--- config.mk ---
export PLATFORM = sky130hd
export DESIGN_NAME = ssfg_top
export DESIGN_NICKNAME = d
export VERILOG_FILES = /design/src/rtl/ssfg_pkg.sv /design/src/rtl/ssfg_limits.sv /design/src/rtl/ssfg_ratediv.sv /design/src/rtl/ssfg_walker.sv /design/src/rtl/ssfg_phase.sv /design/src/rtl/ssfg_top.sv
export SDC_FILE = /design/constraint.sdc
export NUM_CORES = 1
export LEC_CHECK = 0
export BUFFER_PORTS_ARGS = -buffer_cell sky130_fd_sc_hd__buf_4
export CAP_MARGIN = 15
export CORE_MARGIN = 4
export CORE_UTILIZATION = 64
export CTS_CLUSTER_DIAMETER = 60
export CTS_CLUSTER_SIZE = 24
export DETAILED_ROUTE_END_ITERATION = 8
export PLACE_DENSITY_LB_ADDON = 0.05
export RECOVER_POWER = 50
export SLEW_MARGIN = 30
export SYNTH_ARGS = -nofsm -noshare
export SYNTH_HDL_FRONTEND = slang
export SYNTH_SLANG_ARGS = --single-unit
--- constraint.sdc ---
create_clock -name clk -period 10.6 [get_ports clk]
set_clock_uncertainty 0.05 [all_clocks]
set_input_delay 1.59 -clock clk [delete_from_list [all_inputs] [get_ports clk]]
set_output_delay 1.59 -clock clk [all_outputs]
set_load 0.01 [all_outputs]
--- src/rtl/ssfg_pkg.sv ---
package ssfg_pkg;

  typedef enum logic [1:0] {
    SWEEP_BELOW  = 2'd0,
    SWEEP_AROUND = 2'd1,
    SWEEP_ABOVE  = 2'd2,
    SWEEP_ALT    = 2'd3
  } sweep_mode_e;

  function automatic sweep_mode_e norm_mode(input logic [1:0] code);
    sweep_mode_e m;
    m = sweep_mode_e'(code);
    if (m == SWEEP_ALT) m = SWEEP_AROUND;
    return m;
  endfunction

endpackage

--- src/rtl/ssfg_limits.sv ---
module ssfg_limits
  import ssfg_pkg::*;
#(
  parameter int FW_W      = 16,
  parameter int SPR_W     = 12,
  parameter int EXC_SHIFT = 10
) (
  input  logic             clk,
  input  logic             rst,
  input  logic [FW_W-1:0]  nom_i,
  input  logic [SPR_W-1:0] spr_i,
  input  logic [1:0]       mode_i,
  output logic [FW_W-1:0]  lo_o,
  output logic [FW_W-1:0]  hi_o
);

  localparam int PW = FW_W + SPR_W;

  logic [PW-1:0]   prod;
  logic [PW-1:0]   exc;
  logic [PW:0]     up_sum;
  logic [FW_W-1:0] top_word;
  logic [FW_W-1:0] floor_word;
  logic [FW_W-1:0] lo_next;
  logic [FW_W-1:0] hi_next;
  sweep_mode_e     mode;

  always_comb begin
    prod   = PW'(nom_i) * PW'(spr_i);
    exc    = prod >> EXC_SHIFT;
    up_sum = (PW+1)'(nom_i) + (PW+1)'(exc);
    if (up_sum > (PW+1)'({FW_W{1'b1}}))
      top_word = {FW_W{1'b1}};
    else
      top_word = up_sum[FW_W-1:0];
    if (exc > PW'(nom_i))
      floor_word = '0;
    else
      floor_word = nom_i - exc[FW_W-1:0];
  end

  always_comb begin
    mode = norm_mode(mode_i);
    case (mode)
      SWEEP_BELOW: begin
        lo_next = floor_word;
        hi_next = nom_i;
      end
      SWEEP_ABOVE: begin
        lo_next = nom_i;
        hi_next = top_word;
      end
      default: begin
        lo_next = floor_word;
        hi_next = top_word;
      end
    endcase
  end

  always_ff @(posedge clk) begin
    if (rst) begin
      lo_o <= '0;
      hi_o <= '0;
    end else begin
      lo_o <= lo_next;
      hi_o <= hi_next;
    end
  end


  down_ceiling_chk: assert property (@(posedge clk) disable iff (rst)
    (mode_i == 2'd0) |=> (hi_o == $past(nom_i)));


  up_floor_chk: assert property (@(posedge clk) disable iff (rst)
    (mode_i == 2'd2) |=> (lo_o == $past(nom_i)));


  center_sym_chk: assert property (@(posedge clk) disable iff (rst)
    (mode_i == 2'd1 || mode_i == 2'd3) |=>
      (hi_o == {FW_W{1'b1}} || lo_o == '0 ||
       (hi_o - $past(nom_i)) == ($past(nom_i) - lo_o)));

endmodule

--- src/rtl/ssfg_ratediv.sv ---
module ssfg_ratediv #(
  parameter int PER_W = 16
) (
  input  logic             clk,
  input  logic             rst,
  input  logic             run_i,
  input  logic [PER_W-1:0] per_i,
  output logic             tick_o
);

  logic [PER_W-1:0] cnt;

  assign tick_o = run_i && (cnt == per_i);

  always_ff @(posedge clk) begin
    if (rst || !run_i) cnt <= '0;
    else if (tick_o)   cnt <= '0;
    else               cnt <= cnt + 1'b1;
  end


  tick_spacing_chk: assert property (@(posedge clk) disable iff (rst)
    (tick_o && per_i != '0) |=> !tick_o);

endmodule

--- src/rtl/ssfg_walker.sv ---
module ssfg_walker #(
  parameter int FW_W  = 16,
  parameter int PER_W = 16
) (
  input  logic             clk,
  input  logic             rst,
  input  logic             en_i,
  input  logic [FW_W-1:0]  nom_i,
  input  logic [FW_W-1:0]  lo_i,
  input  logic [FW_W-1:0]  hi_i,
  input  logic [PER_W-1:0] per_i,
  input  logic             tick_i,
  output logic             run_o,
  output logic [PER_W-1:0] per_o,
  output logic [FW_W-1:0]  word_o
);

  logic            rising;
  logic [FW_W-1:0] lo_l;
  logic [FW_W-1:0] hi_l;

  always_ff @(posedge clk) begin
    if (rst) begin
      word_o <= '0;
      rising <= 1'b1;
      lo_l   <= '0;
      hi_l   <= '0;
      per_o  <= '0;
      run_o  <= 1'b0;
    end else if (!en_i) begin
      word_o <= nom_i;
      rising <= 1'b1;
      lo_l   <= lo_i;
      hi_l   <= hi_i;
      per_o  <= per_i;
      run_o  <= 1'b0;
    end else begin
      run_o <= 1'b1;
      if (tick_i) begin
        if (rising) begin
          if (word_o >= hi_l) begin
            rising <= 1'b0;
            lo_l   <= lo_i;
            hi_l   <= hi_i;
            per_o  <= per_i;
          end else begin
            word_o <= word_o + 1'b1;
          end
        end else begin
          if (word_o <= lo_l) begin
            rising <= 1'b1;
            lo_l   <= lo_i;
            hi_l   <= hi_i;
            per_o  <= per_i;
          end else begin
            word_o <= word_o - 1'b1;
          end
        end
      end
    end
  end


  idle_nominal_chk: assert property (@(posedge clk) disable iff (rst)
    !en_i |=> (word_o == $past(nom_i)));


  unit_step_chk: assert property (@(posedge clk) disable iff (rst)
    en_i |=> (word_o == $past(word_o) || word_o == $past(word_o) + 1'b1 ||
              $past(word_o) == word_o + 1'b1));


  hold_between_chk: assert property (@(posedge clk) disable iff (rst)
    (en_i && !tick_i) |=> (word_o == $past(word_o)));

endmodule

--- src/rtl/ssfg_phase.sv ---
module ssfg_phase #(
  parameter int FW_W  = 16,
  parameter int ACC_W = 16
) (
  input  logic            clk,
  input  logic            rst,
  input  logic [FW_W-1:0] word_i,
  output logic            clk_o
);

  logic [ACC_W-1:0] acc;
  logic [ACC_W-1:0] inc;

  generate
    if (ACC_W == FW_W) begin : g_same
      assign inc = word_i;
    end else begin : g_wide
      assign inc = {{(ACC_W-FW_W){1'b0}}, word_i};
    end
  endgenerate

  always_ff @(posedge clk) begin
    if (rst) acc <= '0;
    else     acc <= acc + inc;
  end

  assign clk_o = acc[ACC_W-1];


  zero_word_still_chk: assert property (@(posedge clk) disable iff (rst)
    (word_i == '0) |=> $stable(clk_o));

endmodule

--- src/rtl/ssfg_top.sv ---
module ssfg_top #(
  parameter int FW_W      = 16,
  parameter int SPR_W     = 12,
  parameter int EXC_SHIFT = 10,
  parameter int PER_W     = 16,
  parameter int ACC_W     = 16
) (
  input  logic             clk,
  input  logic             rst,
  input  logic             spread_en,
  input  logic [FW_W-1:0]  nominal_word,
  input  logic [SPR_W-1:0] spread_amt,
  input  logic [1:0]       mode_sel,
  input  logic [PER_W-1:0] step_period,
  output logic [FW_W-1:0]  freq_word,
  output logic             clk_out
);

  logic [FW_W-1:0]  lim_lo;
  logic [FW_W-1:0]  lim_hi;
  logic             run;
  logic             tick;
  logic [PER_W-1:0] per_live;

  ssfg_limits #(.FW_W(FW_W), .SPR_W(SPR_W), .EXC_SHIFT(EXC_SHIFT)) u_limits (
    .clk(clk), .rst(rst), .nom_i(nominal_word), .spr_i(spread_amt),
    .mode_i(mode_sel), .lo_o(lim_lo), .hi_o(lim_hi)
  );

  ssfg_ratediv #(.PER_W(PER_W)) u_div (
    .clk(clk), .rst(rst), .run_i(run), .per_i(per_live), .tick_o(tick)
  );

  ssfg_walker #(.FW_W(FW_W), .PER_W(PER_W)) u_walk (
    .clk(clk), .rst(rst), .en_i(spread_en), .nom_i(nominal_word),
    .lo_i(lim_lo), .hi_i(lim_hi), .per_i(step_period), .tick_i(tick),
    .run_o(run), .per_o(per_live), .word_o(freq_word)
  );

  ssfg_phase #(.FW_W(FW_W), .ACC_W(ACC_W)) u_phase (
    .clk(clk), .rst(rst), .word_i(freq_word), .clk_o(clk_out)
  );

endmodule

==> reports/metrics.csv <==
metric;value;unit
Syn Inst Count;1681;
Syn Area/Cell;8.69;um^2
RSZ-0062 raised after global routing;no;
Vias;11300;
clock slew at reported path FFs;0.06;ns
minimum clock period;9.24;ns
Via-to-Cell Ratio;5.66;
multi-input logic area;0.0107;mm^2
global route total overflow;0;
TritonRoute pass-1 iters;5;
Slowest-stage cell, CP;a2111oi_4;
Die H;159;um
# fillers;1834;
worst slew pin tran;3.35;ns
period utilisation layout;0.872;
number of setup buffers added after CTS;0;
synth top area cells;fa_1 20%, dfxtp_1 18%, ha_1 15%, inv_1 6.4%, mux2i_1 4.2%;
syn_nets;2044;
share of layout cells above drive strength 1;0.0630;
Max-Cap Viols;2;
width of the die;159;um
Final Hold Fails;0;
fin. max-slew vios;122;
flops & latches, synth;130;
crit path max fanout;18;
Initial Utilization;0.647;
htree depth;4;
CTS tree;done;
Hold WC Path Type;reg -> reg;
row cnt;55;
launching element type of the critical path;primary input;
critical path arrival;9.32;ns
post-CTS sizing;0;
final setup fails;0;
failing checks;capacitance limit, slew limit;
# clock sinks;130;
routed length per instance;16.4;um
Mapped Area;0.0146;mm^2
Synth top area share;0.196;
clk_lat worst skew;0.41;ns
total number of yosys warnings;0;
drt initial violations;535;
Layout area overhead;7.57;%
most numerous cell in the Yosys netlist;inv_1;
Crit Path Class;in -> reg;
pin count of the biggest net entering global routing;73;
status;complete, but fails checks;
fmax;108;MHz
Required @ worst endpoint;10.68;ns
EDFF count, synth;0;
largest area contributor in the netlist;fa_1;
Async S/R FF share, synth;0;
first-pass GRT wire length;55900;um
most frequent cells after synthesis;248 x inv_1, 171 x ha_1, 160 x nor2_1;
placed wire-length estimate;25300;um
DRC;0;
clock root buffer;clkbuf_16;
distinct cell type count after synthesis;76;
cell mode on critical path;fa_1;
gp weighted congestion;0.956;
ANT cells;0;
ANT nets after route;0;
GRT Total Usage;0.263;
Setup crit end kind;flip-flop;
Max stage delay on crit path;0.85;ns
final wirelength;32800;um
register area;0.00260;mm^2
initial antenna violation count;0;
Primary FF master, synth;dfxtp_1;
clk buf depth;2;
Seq/Total Area, Yosys;0.178;
cts hold-fix bufs;0;
I/O pin count;66;
vias in the first global route;11700;
Slew headroom;-1.23;
die area;0.0253;mm^2
TNS Setup;0;ns
IO Port Bufs;65;
Num CTS Buffers;17;
core area;0.0226;mm^2
nets;2065;
## per-layer routing
layer / up-vias / wire length [um] / track usage
met1: 5504 / 14700 / 0.335
met3: 53 / 982 / 0.0236
met4: 0 / 969 / 0.101
li1: 5524 / - / -
met5: - / 0 / 0
met2: 225 / 16100 / 0.466
## logic make-up (layout without fill, tap and decap cells)
kind of cell / count (synthesis) / count (layout) / synth area share
XOR/XNOR: 93 / 93 / 0.0558
AND/OR/NAND/NOR: 522 / 522 / 0.169
multiplexers: 63 / 63 / 0.0433
adder cells (fa/ha/maj): 314 / 314 / 0.342
flip-flops: 130 / 130 / 0.178
buffers and inverters: 317 / 350 / 0.0911
AO/OA/AOI/OAI: 242 / 242 / 0.121
## cell type report
class / count / share of cell area
multi-input combinational: 1234 / 0.680
sequential: 130 / 0.166
inverter: 248 / 0.0592
timing repair buffer: 71 / 0.0294
clock buffer: 17 / 0.0271
tap: 285 / 0.0227
clock inverter: 14 / 0.0160
## stage by stage
| stage | worst slack (ns) | hold WS [ns] | std cells | area, um^2 | utilization |
|---|---|---|---|---|---|
| after floorplan | 2.04 | 0.390 | 1681 | 14600 | - |
| after global placement | 1.35 | 0.396 | 1967 | 15100 | 0.669 |
| after detailed placement | 1.10 | 0.405 | 1968 | 15100 | 0.670 |
| after CTS | 1.53 | 0.420 | 1999 | 15800 | 0.700 |
| after global routing | 0.793 | 0.442 | 1999 | 15700 | 0.696 |
| final | 1.36 | 0.421 | 1999 | 15700 | 0.696 |
## registers in the layout, summed over array words and instances (netlist names)
register / count
u_limits.lo_o: 16
u_walk.lo_l: 16
u_limits.hi_o: 16
u_walk.hi_l: 16
u_walk.run_o: 1
u_walk.rising: 1
u_walk.per_o: 16
u_walk.word_o: 16
u_phase.acc: 16
u_div.cnt: 16
## cell usage in the layout, fill, tap and decap left out, types with 17 or more instances in the layout
cell type	count
inv_1	248
ha_1	171
nor2_1	160
nand2_1	159
fa_1	143
dfxtp_1	130
and2_1	64
xnor2_1	61
mux2i_1	61
a21oi_1	52
buf_4	50
xor2_1	32
a211oi_1	32
a21o_1	28
nor3_1	26
o21ai_0	25
nor2b_1	24
nand3_1	23
clkbuf_1	20
clkbuf_16	17
## worst max-delay path: cells and delay by family
family / cells / cell delay (ns)
AO/OA/AOI/OAI: 10 / 2.89
XOR/XNOR: 1 / 0.22
adder cells (fa/ha/maj): 7 / 3.04
buffers and inverters: 2 / 0.30
AND/OR/NAND/NOR: 7 / 1.25
## worst paths after layout
path	startpoint	to	slack (ns)	cells past startpoint
max	nominal_word[3]	u_limits.hi_o[0]	1.36	27
min reg2reg	u_limits.hi_o[1]	u_walk.hi_l[1]	0.42	2
max reg2reg	u_walk.word_o[2]	u_walk.hi_l[8]	4.81	11
min	u_limits.hi_o[1]	u_walk.hi_l[1]	0.42	2
Power is left out: the tool's default activity adds up to more than one toggle a clock period on the data nets, which glitch-free logic cannot reach.
